==> config.mk <==
export PLATFORM = sky130hd
export DESIGN_NAME = insn_cycle_seq
export DESIGN_NICKNAME = d
export VERILOG_FILES = /design/src/rtl/iseq_pkg.sv /design/src/rtl/iseq_phase.sv /design/src/rtl/iseq_pc.sv /design/src/rtl/iseq_fetch.sv /design/src/rtl/insn_cycle_seq.sv
export SDC_FILE = /design/constraint.sdc
export NUM_CORES = 1
export LEC_CHECK = 0
export BUFFER_PORTS_ARGS = -buffer_cell sky130_fd_sc_hd__buf_2
export CAP_MARGIN = 20
export CORE_UTILIZATION = 36
export DETAILED_ROUTE_END_ITERATION = 8
export HOLD_SLACK_MARGIN = 0.05
export PLACE_DENSITY = 0.63
export SLEW_MARGIN = 20
export SYNTH_ARGS = -nofsm -noshare
export SYNTH_HDL_FRONTEND = slang
export SYNTH_SLANG_ARGS = --single-unit
==> constraint.sdc <==
create_clock -name clk -period 2.1 [get_ports clk]
set_input_delay 0.42 -clock clk [delete_from_list [all_inputs] [get_ports clk]]
set_output_delay 0.42 -clock clk [all_outputs]
set_load 0.005 [all_outputs]
==> src/rtl/iseq_pkg.sv <==
package iseq_pkg;

    typedef enum logic [1:0] {
        Q1 = 2'd0,
        Q2 = 2'd1,
        Q3 = 2'd2,
        Q4 = 2'd3
    } phase_e;

    typedef enum logic [1:0] {
        RD_NONE = 2'd0,
        RD_SKIP = 2'd1,
        RD_JUMP = 2'd2
    } redir_e;

endpackage

==> src/rtl/iseq_phase.sv <==
module iseq_phase
    import iseq_pkg::*;
(
    input  logic   clk,
    input  logic   rst,
    output phase_e phase,
    output logic   cycle_end
);

    typedef struct packed {
        phase_e ph;
    } st_t;

    st_t st_d, st_q;

    always_comb begin
        st_d    = st_q;
        st_d.ph = phase_e'(st_q.ph + 2'd1);
    end

    always_ff @(posedge clk) begin
        if (rst) st_q <= '{ph: Q1};
        else     st_q <= st_d;
    end

    assign phase     = st_q.ph;
    assign cycle_end = (st_q.ph == Q4);

    AST_PHASE_WRAP: assert property (@(posedge clk) disable iff (rst)
        cycle_end |=> phase == Q1);

endmodule

==> src/rtl/iseq_pc.sv <==
module iseq_pc
    import iseq_pkg::*;
#(
    parameter int ADDR_W = 10
) (
    input  logic              clk,
    input  logic              rst,
    input  logic              cycle_end,
    input  redir_e            kind,
    input  logic [ADDR_W-1:0] target,
    output logic [ADDR_W-1:0] pc
);

    typedef struct packed {
        logic [ADDR_W-1:0] pc;
    } st_t;

    st_t st_d, st_q;

    always_comb begin
        st_d = st_q;
        if (cycle_end) begin
            if (kind == RD_JUMP) st_d.pc = target;
            else                 st_d.pc = st_q.pc + 1'b1;
        end
    end

    always_ff @(posedge clk) begin
        if (rst) st_q <= '{pc: '0};
        else     st_q <= st_d;
    end

    assign pc = st_q.pc;

    AST_PC_HOLD: assert property (@(posedge clk) disable iff (rst)
        !cycle_end |=> $stable(pc));

endmodule

==> src/rtl/iseq_fetch.sv <==
module iseq_fetch
    import iseq_pkg::*;
#(
    parameter int              WORD_W   = 16,
    parameter int              MARK_W   = 4,
    parameter logic [WORD_W-1:0] NOP_WORD = '0
) (
    input  logic              clk,
    input  logic              rst,
    input  logic              cycle_end,
    input  redir_e            kind,
    input  logic              two_word_in,
    input  logic [WORD_W-1:0] fetch_data,
    output logic [WORD_W-1:0] exec_word,
    output logic              nop_insert
);

    localparam int MARK_LO = WORD_W - MARK_W;

    typedef struct packed {
        logic [WORD_W-1:0] ir;
        logic              flushed;
        logic              paired;
    } st_t;

    st_t  st_d, st_q;
    logic lone;

    assign lone       = (&st_q.ir[WORD_W-1:MARK_LO]) && !st_q.paired;
    assign nop_insert = st_q.flushed || lone;
    assign exec_word  = nop_insert ? NOP_WORD : st_q.ir;

    always_comb begin
        st_d = st_q;
        if (cycle_end) begin
            if (kind != RD_NONE) begin
                st_d.ir      = NOP_WORD;
                st_d.flushed = 1'b1;
                st_d.paired  = 1'b0;
            end else begin
                st_d.ir      = fetch_data;
                st_d.flushed = 1'b0;
                st_d.paired  = two_word_in && !nop_insert;
            end
        end
    end

    always_ff @(posedge clk) begin
        if (rst) st_q <= '{ir: NOP_WORD, flushed: 1'b1, paired: 1'b0};
        else     st_q <= st_d;
    end

    AST_FLUSH_NOP: assert property (@(posedge clk) disable iff (rst)
        cycle_end && (kind != RD_NONE) |=> nop_insert);

    AST_PAIR_RUNS: assert property (@(posedge clk) disable iff (rst)
        cycle_end && two_word_in && !nop_insert && (kind == RD_NONE) |=> !nop_insert);

endmodule

==> src/rtl/insn_cycle_seq.sv <==
module insn_cycle_seq
    import iseq_pkg::*;
#(
    parameter int                ADDR_W   = 10,
    parameter int                WORD_W   = 16,
    parameter int                MARK_W   = 4,
    parameter logic [WORD_W-1:0] NOP_WORD = '0
) (
    input  logic              clk,
    input  logic              rst,
    input  logic [WORD_W-1:0] pm_data,
    input  logic              two_word,
    input  logic              pc_change,
    input  logic              cond_true,
    input  logic [ADDR_W-1:0] pc_target,
    output logic [1:0]        phase,
    output logic [WORD_W-1:0] exec_word,
    output logic              nop_insert,
    output logic [ADDR_W-1:0] pm_addr
);

    phase_e ph;
    logic   cycle_end;
    redir_e kind;

    // Decoder reports count only while a real instruction executes; jump beats skip.
    always_comb begin
        kind = RD_NONE;
        if (!nop_insert) begin
            if (pc_change)      kind = RD_JUMP;
            else if (cond_true) kind = RD_SKIP;
        end
    end

    iseq_phase u_phase (
        .clk       (clk),
        .rst       (rst),
        .phase     (ph),
        .cycle_end (cycle_end)
    );

    iseq_pc #(.ADDR_W(ADDR_W)) u_pc (
        .clk       (clk),
        .rst       (rst),
        .cycle_end (cycle_end),
        .kind      (kind),
        .target    (pc_target),
        .pc        (pm_addr)
    );

    iseq_fetch #(
        .WORD_W   (WORD_W),
        .MARK_W   (MARK_W),
        .NOP_WORD (NOP_WORD)
    ) u_fetch (
        .clk         (clk),
        .rst         (rst),
        .cycle_end   (cycle_end),
        .kind        (kind),
        .two_word_in (two_word && !pc_change && !cond_true),
        .fetch_data  (pm_data),
        .exec_word   (exec_word),
        .nop_insert  (nop_insert)
    );

    assign phase = ph;

    AST_JUMP_ADDR: assert property (@(posedge clk) disable iff (rst)
        cycle_end && pc_change && !nop_insert |=> pm_addr == $past(pc_target));

    AST_SKIP_ADDR: assert property (@(posedge clk) disable iff (rst)
        cycle_end && cond_true && !pc_change && !nop_insert
        |=> pm_addr == ADDR_W'($past(pm_addr) + 1'b1));

    AST_NOP_IGNORES: assert property (@(posedge clk) disable iff (rst)
        cycle_end && nop_insert |=> pm_addr == ADDR_W'($past(pm_addr) + 1'b1));

    AST_EXEC_STABLE: assert property (@(posedge clk) disable iff (rst)
        !cycle_end |=> $stable(exec_word) && $stable(nop_insert));

endmodule

# Word level (Yosys, flattened, before mapping)
# Index checks and enable logic that the tools add are counted.
[word_totals]
regBits = 30
input_bits = 31
output_inout_bits = 29
elab_cells = 26
[classes]
n_addsub = 2
n_eq_ne = 2
n_mux = 6
reduce_logical = 11
[ops]
columns = ["cell", "count"]
rows = [
  ["18-bit two-way mux", 1],
  ["16-bit two-way mux", 1],
  ["10-bit by 1-bit adder with 10-bit output, second input constant", 1],
  ["10-bit two-way mux", 1],
  ["2-bit equality test, second input constant", 2],
  ["1-bit logical AND", 4],
  ["1-bit zero test", 4],
  ["2-bit two-way mux", 2],
  ["4-bit AND reduction", 1],
  ["2-bit by 1-bit adder with 2-bit output, second input constant", 1],
  ["2-bit nonzero test", 1],
  ["1-bit logical OR", 1],
  ["1-bit two-way mux", 1],
]

# Longest topological paths before layout
# Gate-level depths: netlist of the first run.
[depth]
word_depth = 6
ltp_mapped = 6
ltp_nobuf = 5

# Hierarchy
# Synthesis of the first run repeated with hierarchy kept, for this count alone.
[unflattened]
cells_unflattened = 188
area_unflattened_um2 = 1590.3
[modules_own_cells]
columns = ["module", "n_inst", "cells_each", "area_per_inst_um2", "seq_area_each_um2"]
rows = [
  ["iseq_fetch", 1, 98, 832.0, 360.3],
  ["iseq_pc", 1, 82, 661.9, 200.2],
  ["iseq_phase", 1, 5, 62.6, 40.0],
  ["insn_cycle_seq", 1, 3, 33.8, 0.0],
]

# Least setup slack after synthesis of the first run
# No wires, ideal clock.
[synth_path]
kind = "reg-to-output"
from = "register u_fetch.st_q[16] (netlist name)"
to = "output port exec_word[14]"
t_arrival_ns = 1.255
required_ns = 1.680
path_slack_ns = 0.425
stages_incl_launch_ff = 6
n_path_buf = 2
cell_sequence = "dfxtp_1 -> and4b_2 -> a21oi_2 -> buf_2 -> clkbuf_1 -> and2_2"
[synth_between]
elab_chain_len = 4
[synth_lines]
columns = ["item", "line", "rtl"]
rows = [
  ["from (decl)", "iseq_fetch.sv:26", "st_t st_d, st_q;"],
  ["from (signal assigned)", "iseq_fetch.sv:49", "if (rst) st_q <= '{ir: NOP_WORD, flushed: 1'b1, paired: 1'b0};"],
  ["from (signal assigned)", "iseq_fetch.sv:50", "else st_q <= st_d;"],
  ["4-bit AND reduction", "iseq_fetch.sv:29", "assign lone = (&st_q.ir[WORD_W-1:MARK_LO]) && !st_q.paired;"],
  ["1-bit logical AND", "iseq_fetch.sv:29", ""],
  ["1-bit logical OR", "iseq_fetch.sv:30", "assign nop_insert = st_q.flushed || lone;"],
  ["16-bit two-way mux *", "iseq_fetch.sv:31", "assign exec_word = nop_insert ? NOP_WORD : st_q.ir;"],
  ["to (decl)", "insn_cycle_seq.sv:17", "output logic [WORD_W-1:0] exec_word,"],
]
# Mark *: on every way between the ends. The rest lies on a longest branch, timed or not.

# Final worst setup path of the first run
# Same ends and word-level chain as after synthesis.

==> out/metrics.yaml, run 1 <==
period_share_pct: 93.3
dp_hpwl_um: 2430
seq_area_um2: 601
final_antenna_net_count: 0
routed.top_layer: "met4"
cts_tree: "yes"
finClkSkew_ns: 0.0105
finalSetupTns_ns: 0
fillers: 372
cp_data_required_time_ns: 1.68
clkPwrFrac_pct: 39.2
fp-row-count: 22
place_congestion: 0.816
critPathLaunchType: "flop"
vias: 1332
drt_iter0_drc: 62
met3_length_um: 266
run_status: "complete, no violations"
cts_buffers: 5
setup_viol: 0
r2r-start: "u_phase.phase[0]$_SDFF_PP0_"
port_buffers: 59
relSlewSlack_pct: 32.5
dieArea_um2: 4210
fmax_mhz: 510
hold_viol: 0
cts.reportedPaths.clkPinSlew_ns: 0.06
power_switching_share_pct: 23.5
worstPathArrival_ns: 1.54
intPower_w: 0.000916
critPathBufInv: 2
ios: 60
grt_max_degree: 17
cp_cell_sequence: "and4b_2 -> a21oi_4 -> buf_6 -> and2_2 -> buf_2"
cp_max_fo: 14
ir_worst_vdd_mv: 0.297
multi_input_area_um2: 763
path_delay_family: "simple AND/OR/NAND/NOR gates"
cts_max_level: 2
antenna_cells: 0
p_per_area_nw_per_um2: 642
syn_area_per_cell_um2: 9.19
synth.top_cell.area_share_pct: 42.2
grt_pass1_wl_um: 5400
end_kind: "output port"
yosys-top-cells-area: "dfxtp_1 42%, a22o_1 9.8%, and2_1 6.6%, mux2i_1 3.5%, nand3_1 2.8%"
post_cts_buffers: 0
syn_to_final_growth_pct: 30.8
drv_cap: 0
fin_crit_ns: 1.96
p_switching_w: 0.000281
crit_type: "reg -> out"
final_nets: 248
cts-resized-gates: 0
cp-startpoint: "u_fetch.st_q[16]$_SDFFE_PP0N_"
wl_per_cell_um: 12.7
r2r_end: "u_fetch.st_q[2]$_SDFFE_PP0N_"
synth_cell_types: 39
hold_start: "pm_data[9]"
p_comb_share_pct: 10.1
rrSetupSlack_ns: 0.39
netlist_instances: 155
synth_warnings: 0
seq_area_frac_synth_pct: 42.2
drt_wl_total_um: 3350
drc: 0
seqPwrFrac_pct: 50.7
grt_pass1_vias: 1245
vias_per_cell: 5.05
drive_gt1_share_pct: 35.6
cts_buffer_depth: 2
synth_ff_type: "dfxtp_1"
path_depth: 5
netlist_area_um2: 1420
synth_fp_nets: 188
root_buffer: "clkbuf_8"
hold_buffers: 0
finalCoreUtilization_pct: 50.1
synth-edff-count: 0
dieHeight_um: 64.9
p_leak_nw: 0.855
grt_overflow: 0
antenna_found_initial: 0
final_cell_mix: "59 x buf_2, 30 x dfxtp_1, 16 x a22o_1"
core_area_um2: 3720
synth_area_leader_cell: "dfxtp_1"
ys_ff_latch: 30
met2_wirelength_um: 1400
synthArstFlopShare_pct: 0
grtUsageTotal_pct: 17.1
met1_length_um: 1630
die_w_um: 64.9
hold_class: "in -> reg"
slowest_delay_ns: 0.32
final_common_cell: "buf_2"
worst_pin_slew_ns: 1.01
insertion_delay_ns: 0.28
rsz0062_at_grt: "false"
firstDrtPassIters: 4
cpMaxStageDelayCell: "dfxtp_1"
numClockSinks: 30
slew_violations: 0
ff2ff_path_depth: 4
start_util_pct: 38.3
critPathCapture: "exec_word[14]"
## cells in the mapped netlist (3+ instances only)
master,instances
nand3_1,8
a21oi_2,3
a22o_1,16
a31oi_1,4
clkbuf_1,6
and2_1,15
mux2i_1,5
nand2_1,6
buf_2,3
dfxtp_1,30
nor2b_1,6
nor2_1,8
o21ai_0,3
inv_1,5
nor3_1,6
## power groups by stage
stage	combinational (W)	sequential (W)	clock, W
floorplan	0.0000640	0.000616	0
global placement	0.000120	0.000619	0
detailed placement	0.000122	0.000618	0
CTS	0.000122	0.000606	0.000488
global route	0.000135	0.000609	0.000517
finish	0.000121	0.000607	0.000469
## sequential cells by signal, summed over array words and instances (netlist names)
name and flops:
u_phase.phase 2, u_pc.pc 10, u_fetch.st_q 18
## how the worst min path moves through the flow
stage	end	slack, ns	cells past startpoint
after floorplan	u_phase.phase[0]$_SDFF_PP0_	0.42	1
after global placement	u_phase.phase[0]$_SDFF_PP0_	0.43	1
after detailed placement	u_phase.phase[0]$_SDFF_PP0_	0.43	1
after CTS	u_fetch.st_q[11]$_SDFFE_PP0N_	0.34	2
after global routing	u_fetch.st_q[4]$_SDFFE_PP0N_	0.35	2
final	u_fetch.st_q[11]$_SDFFE_PP0N_	0.35	2
## metal layers
metal,track usage [%],vias up
met5,0,-
met4,6.67,0
met3,7.39,7
met2,26.6,45
met1,20.4,597
li1,-,683
## area by class of cell
class,count,area share [%]
inverter,5,1.01
timing repair buffer,63,17.7
tap,48,3.22
clock buffer,7,4.63
multi-input combinational,110,41.0
sequential,30,32.2
clock inverter,1,0.269
## cell families after synthesis
| family | count (synthesis) | share of synthesized area [%] |
|---|---|---|
| AO/OA/AOI/OAI | 41 | 22.8 |
| adder cells (fa/ha/maj) | 2 | 1.76 |
| buffers and inverters | 15 | 4.74 |
| flip-flops | 30 | 42.2 |
| multiplexers | 5 | 3.52 |
| AND/OR/NAND/NOR | 62 | 25.0 |
## metrics by stage
stage | worst slack (ns) | area [um^2] | std cells | hold WS (ns) | total power [W]
3_3_place_gp | 0.307 | 1760 | 256 | 0.434 | 0.000739
4_1_cts | 0.00613 | 1850 | 264 | 0.343 | 0.00122
2_1_floorplan | 0.425 | 1420 | 155 | 0.417 | 0.000680
5_1_grt | 0.0425 | 1860 | 264 | 0.347 | 0.00126
6_report | 0.140 | 1860 | 264 | 0.354 | 0.00120
3_5_place_dp | 0.319 | 1760 | 256 | 0.426 | 0.000740
Note: power is estimated with default switching activity, not from simulation.
==> inputs of run 2 (changes only) <==
--- a/config.mk
+++ b/config.mk
@@ -10,7 +10,7 @@
 export CORE_UTILIZATION = 36
 export DETAILED_ROUTE_END_ITERATION = 8
 export HOLD_SLACK_MARGIN = 0.05
-export PLACE_DENSITY = 0.63
+export PLACE_DENSITY = 0.65
 export SLEW_MARGIN = 20
 export SYNTH_ARGS = -nofsm -noshare
 export SYNTH_HDL_FRONTEND = slang
==> constraint.sdc (replaced) <==
create_clock -name clk -period 1.59 [get_ports clk]
set_input_delay 0.318 -clock clk [delete_from_list [all_inputs] [get_ports clk]]
set_output_delay 0.318 -clock clk [all_outputs]
set_load 0.005 [all_outputs]
==> run 2 against run 1 <==
  * The flow now finishes with violations (setup timing)
  * Clock-buffer cell count fell by 1
  * Clock skew down 0.0054 ns
  * Combinational power grew 62%
  * Worst hold slack got worse by 0.10 ns
  * Die area did not move
==> out/metrics.yaml, run 2 (synthesis gave the netlist of run 1 again) <==
drt_wl_total_um: 3730  # +11%
cts_tree: "yes"
rrSetupSlack_ns: -0.08  # -0.47 ns
numClockSinks: 30  # unchanged
firstDrtPassIters: 4  # unchanged
wl_per_cell_um: 13.3  # +4.9%
grt_overflow: 0  # unchanged
setup_viol: 23  # +23
dp_hpwl_um: 2570  # +5.8%
min_path_cells: 2  # unchanged
cp_max_fo: 11  # -3
ios: 60  # unchanged
cpMaxStageDelayCell: "and4b_2"
multi_input_area_um2: 802  # +5.1%
drc: 0  # unchanged
largest_reg_flops: 18  # unchanged
fmax_mhz: 570
run_status: "finished, violations left"
syn_to_final_growth_pct: 51.1
cts_buffer_depth: 2  # unchanged
r2r_end: "u_pc.pc[4]$_SDFFE_PP0N_"
drt_iter0_drc: 38  # -39%
hold_buffers: 0  # unchanged
dieHeight_um: 64.9  # unchanged
placed_area_um2: 1830  # +4.1%
placed_cells: 264  # +3.1%
drive_gt1_share_pct: 45.3  # +9.6 points
grt_pass1_vias: 1321  # +6.1%
final_area_um2: 2150  # +15%
setup_ws_ns: -0.164  # -0.304 ns
hold_viol: 0  # unchanged
seq_area_um2: 604  # +0.63%
rsz0062_at_grt: "true"
cp_data_required_time_ns: 1.27  # -0.41 ns
die_w_um: 64.9  # unchanged
finClkSkew_ns: 0.00508  # -0.00540 ns
core_area_um2: 3720  # unchanged
min_delay_worst_endpoint: "u_fetch.st_q[3]$_SDFFE_PP0N_"
ff2ff_path_depth: 6  # +2
final_nets: 264  # +6.5%
r2r-start: "u_fetch.st_q[0]$_SDFFE_PP0N_"
vias_per_cell: 5.03  # -0.26%
end_kind: "output port"
relSlewSlack_pct: 56.4  # +24 points
root_buffer: "clkbuf_8"
crit_type: "reg -> out"
p_per_area_nw_per_um2: 912  # +42%
worst_pin_slew_ns: 0.654  # -0.355 ns
grtUsageTotal_pct: 18.2  # +1.1 points
timing.hold.ws_ns: 0.251  # -0.103 ns
final_cell_mix: "53 x buf_2, 27 x dfxtp_1, 16 x a22o_1"
ir_worst_vdd_mv: 0.444  # +49%
final_common_cell: "buf_2"
worstPathArrival_ns: 1.44  # -0.10 ns
port_buffers: 59  # unchanged
antenna_found_initial: 0  # unchanged
fin_crit_ns: 1.75
final_antenna_net_count: 0  # unchanged
layout.cells.non_filler: 280  # +6.1%
cts.reportedPaths.clkPinSlew_ns: 0.07  # about the same
drv_cap: 0  # unchanged
cts_buffers: 5  # unchanged
vias: 1409  # +5.8%
insertion_delay_ns: 0.28  # about the same
p_leak_nw: 0.989  # +16%
start_util_pct: 38.3  # unchanged
period_share_pct: 110
critPathLaunchType: "flop"
power.total_w: 0.00196  # +64%
failed_checks: "setup timing"
fillers: 352  # -5.4%
slowest_delay_ns: 0.33  # about the same
grt_max_degree: 21  # +4
slew_violations: 0  # unchanged
antenna_cells: 0  # unchanged
grt_pass1_wl_um: 5870  # +8.7%
cp_cell_sequence: "and4b_2 -> a21oi_4 -> buf_6 -> and2_2 -> buf_2"
finalCoreUtilization_pct: 57.9  # +7.7 points
fp-row-count: 22  # unchanged
hold_class: "in -> reg"
cts_max_level: 2  # unchanged
top_register: "u_fetch.st_q"
place_congestion: 0.774  # -5.1%
hold_start: "pm_data[1]"
dieArea_um2: 4210  # unchanged
-- run 2: layer usage --
metal	routed length, um	vias up	track usage (%)
li1	-	714	-
met1	1790	645	22.5
met2	1700	46	29.2
met3	217	4	7.22
met4	23	0	4.17
met5	0	-	0
-- run 2: repair_timing --
| action | 4_1_cts | 5_1_grt |
|---|---|---|
| cloned | 0 | 0 |
| resized for setup | 8 | 16 |
| endpoints found under the setup margin | 33 | 42 |
| pin swaps | 4 | 5 |
| setup buffers | 4 | 4 |
-- run 2: worst max-delay path by stage --
stage	start	end	slack, ns	depth (start not counted)
detailed placement	u_phase.phase[0]$_SDFF_PP0_	u_fetch.st_q[10]$_SDFFE_PP0N_	-0.13	3
CTS	u_fetch.st_q[0]$_SDFFE_PP0N_	exec_word[14]	-0.15	5
global route	u_fetch.st_q[14]$_SDFFE_PP0N_	exec_word[7]	-0.23	5
finish	u_fetch.st_q[0]$_SDFFE_PP0N_	exec_word[14]	-0.16	5
floorplan	u_fetch.st_q[16]$_SDFFE_PP0N_	exec_word[14]	0.02	5
global placement	u_phase.phase[0]$_SDFF_PP0_	u_fetch.st_q[5]$_SDFFE_PP0N_	-0.06	3
-- run 2: where the power goes --
part           internal (W)  switching (W)
logic              0.000104      0.0000918
clock network      0.000668       0.000297
registers          0.000780      0.0000208
-- run 2: cell type report --
type	instances	area share (%)
inverter	5	0.873
multi-input combinational	110	37.3
clock buffer	6	3.84
clock inverter	2	2.79
timing repair buffer	79	24.3
tap	48	2.79
sequential	30	28.1
-- run 2: critical path: cells and delay by family, from the launching register on --
| kind | cells | cell delay [ns] |
|---|---|---|
| simple gates | 2 | 0.51 |
| flops | 1 | 0.31 |
| buf+inv | 2 | 0.27 |
| compound gates | 1 | 0.08 |
-- run 2: per-stage QoR --
step / worst slack (ns) / TNS, ns
floorplan: 0.0166 / 0
detailed placement: -0.127 / -1.85
global route: -0.233 / -4.30
CTS: -0.150 / -2.33
global placement: -0.0631 / -0.953
finish: -0.164 / -2.63
==> inputs of run 3 (changes only) <==
--- a/config.mk
+++ b/config.mk
@@ -7,6 +7,7 @@
 export LEC_CHECK = 0
 export BUFFER_PORTS_ARGS = -buffer_cell sky130_fd_sc_hd__buf_2
 export CAP_MARGIN = 20
+export CORE_MARGIN = 1.5
 export CORE_UTILIZATION = 36
 export DETAILED_ROUTE_END_ITERATION = 8
 export HOLD_SLACK_MARGIN = 0.05
==> run 3 against run 2 <==
  * The flow still finishes with violations (setup timing)
  * Flip-flop and latch count unchanged
  * Clock-buffer cell count decreased by 1
  * Global-route usage shrank 0.71 points
  * Wire length fell by 1.1%
  * Total power down 11%
  * Register-to-register slack gained 0.02 ns
  * Core utilization shrank 1.6 points
  * Sequential power is essentially flat
==> out/metrics.yaml, run 3 (synthesis gave the netlist of run 1 again) <==
cp_cell_sequence: "and4b_2 -> a21oi_4 -> buf_6 -> and2_4 -> buf_6"
worst_pin_slew_ns: 0.726  # +0.0720 ns
final_common_cell: "buf_2"
syn_to_final_growth_pct: 46.9
cts_max_level: 2  # unchanged
critPathBufInv: 2  # unchanged
final_nets: 260  # -1.5%
slowest_delay_ns: 0.32  # about the same
final_antenna_net_count: 0  # unchanged
grt_pass1_vias: 1262  # -4.5%
critPathLaunchType: "flop"
grtUsageTotal_pct: 17.4  # -0.71 points
p_leak_nw: 0.956  # -3.3%
setup_ws_ns: -0.201  # -0.0370 ns
crit_type: "reg -> out"
place_congestion: 0.755  # -2.4%
fmax_mhz: 558  # -2.1%
cts_buffer_depth: 2  # unchanged
worstPathArrival_ns: 1.47  # +0.03 ns
rrSetupSlack_ns: -0.06  # +0.02 ns
insertion_delay_ns: 0.28  # about the same
dp_hpwl_um: 2550  # -0.70%
root_buffer: "clkbuf_8"
drv_cap: 0  # unchanged
cts_tree: "yes"
start_util_pct: 38.3  # unchanged
preCtsSetupSlack_ns: -0.0718  # +0.0555 ns
ios: 60  # unchanged
hold_buffers: 0  # unchanged
cpMaxStageDelayCell: "dfxtp_2"
failed_checks: "setup timing"
dieArea_um2: 4340  # +3.1%
seq_area_um2: 604  # unchanged
die_w_um: 65.9  # +1.5%
multi_input_area_um2: 792  # -1.2%
numClockSinks: 30  # unchanged
layout.cells.non_filler: 276  # -1.4%
drive_gt1_share_pct: 46.1  # +0.79 points
firstDrtPassIters: 4  # unchanged
placed_cells: 264  # unchanged
port_buffers: 59  # unchanged
drt_wl_total_um: 3690  # -1.1%
grt_overflow: 0  # unchanged
timing.critical_path.mode_cell: "buf_6"
ir_worst_vdd_mv: 0.487  # +9.8%
largest_reg_flops: 18  # unchanged
slew_violations: 0  # unchanged
grt_max_degree: 17  # -19%
rsz0062_at_grt: "true"
finalSetupTns_ns: -3.97  # -1.33 ns
fillers: 346  # -1.7%
finalCoreUtilization_pct: 56.3  # -1.6 points
core_area_um2: 3720  # unchanged
dieHeight_um: 65.9  # +1.5%
period_share_pct: 113  # +2.3 points
wl_per_cell_um: 13.4  # +0.33%
run_status: "finished, violations left"
antenna_cells: 0  # unchanged
end_kind: "output port"
relSlewSlack_pct: 51.6  # -4.8 points
hold_viol: 0  # unchanged
setup_viol: 37  # +61%
drt_iter0_drc: 102  # +170%
top_register: "u_fetch.st_q"
cp_data_required_time_ns: 1.27  # about the same
path_delay_family: "simple AND/OR/NAND/NOR gates"
vias: 1380  # -2.1%
cts_buffers: 5  # unchanged
cts.reportedPaths.clkPinSlew_ns: 0.07  # about the same
cp_max_fo: 6  # -5
finClkSkew_ns: 0.00526  # +0.000171 ns
grt_pass1_wl_um: 5780  # -1.5%
p_per_area_nw_per_um2: 830  # -9.0%
drc: 0  # unchanged
antenna_found_initial: 0  # unchanged
fin_crit_ns: 1.79  # +0.0370 ns
fp-row-count: 22  # unchanged
vias_per_cell: 5.00  # -0.64%
final_cell_mix: "48 x buf_2, 27 x dfxtp_1, 16 x a22o_1"
hold_class: "in -> reg"
-- run 3: metal layers --
layer / part of all wire, % / track usage, %
met1: 47 / 22.4
met2: 45 / 27.3
met3: 6.6 / 5.11
met4: 1.6 / 7.03
met5: 0 / 0
-- run 3: final cells by class --
type | instances | share of cell area (%)
clock buffer | 5 | 3.29
clock inverter | 3 | 1.91
inverter | 5 | 0.897
multi-input combinational | 110 | 37.9
sequential | 30 | 28.9
tap | 48 | 2.87
timing repair buffer | 75 | 24.3
-- run 3: metrics by stage --
stage          hold slack [ns]  power [W]  instance area [um^2]
3_5_place_dp             0.423   0.000990                  1830
4_1_cts                  0.244    0.00175                  1990
2_1_floorplan            0.417   0.000898                  1420
5_1_grt                  0.240    0.00182                  2090
6_report                 0.250    0.00174                  2090
3_3_place_gp             0.416   0.000989                  1830
-- run 3: power by group --
part	leakage (nW)	total (W)	internal [W]	switching, W
combinational	0.654	0.000187	0.0000995	0.0000870
sequential	0.245	0.000801	0.000780	0.0000210
clock	0.0579	0.000750	0.000460	0.000289
total	0.956	0.00174	0.00134	0.000397
-- run 3: path summary, 6_finish.rpt --
check / to / cells past startpoint / start
setup / recovery: exec_word[15] / 5 / u_fetch.st_q[0]$_SDFFE_PP0N_
hold / removal: u_fetch.st_q[4]$_SDFFE_PP0N_ / 2 / pm_data[2]
setup reg to reg: u_pc.pc[8]$_SDFFE_PP0N_ / 5 / u_fetch.st_q[0]$_SDFFE_PP0N_
hold reg to reg: u_phase.phase[0]$_SDFF_PP0_ / 1 / u_phase.phase[0]$_SDFF_PP0_
-- run 3: what timing repair did --
item,in CTS,in global routing
gates resized for setup,8,23
pin swaps,7,10
gates cloned,0,1
endpoints found under the setup margin,33,42
buffers inserted,2,1
endpoints found under the hold margin,0,0
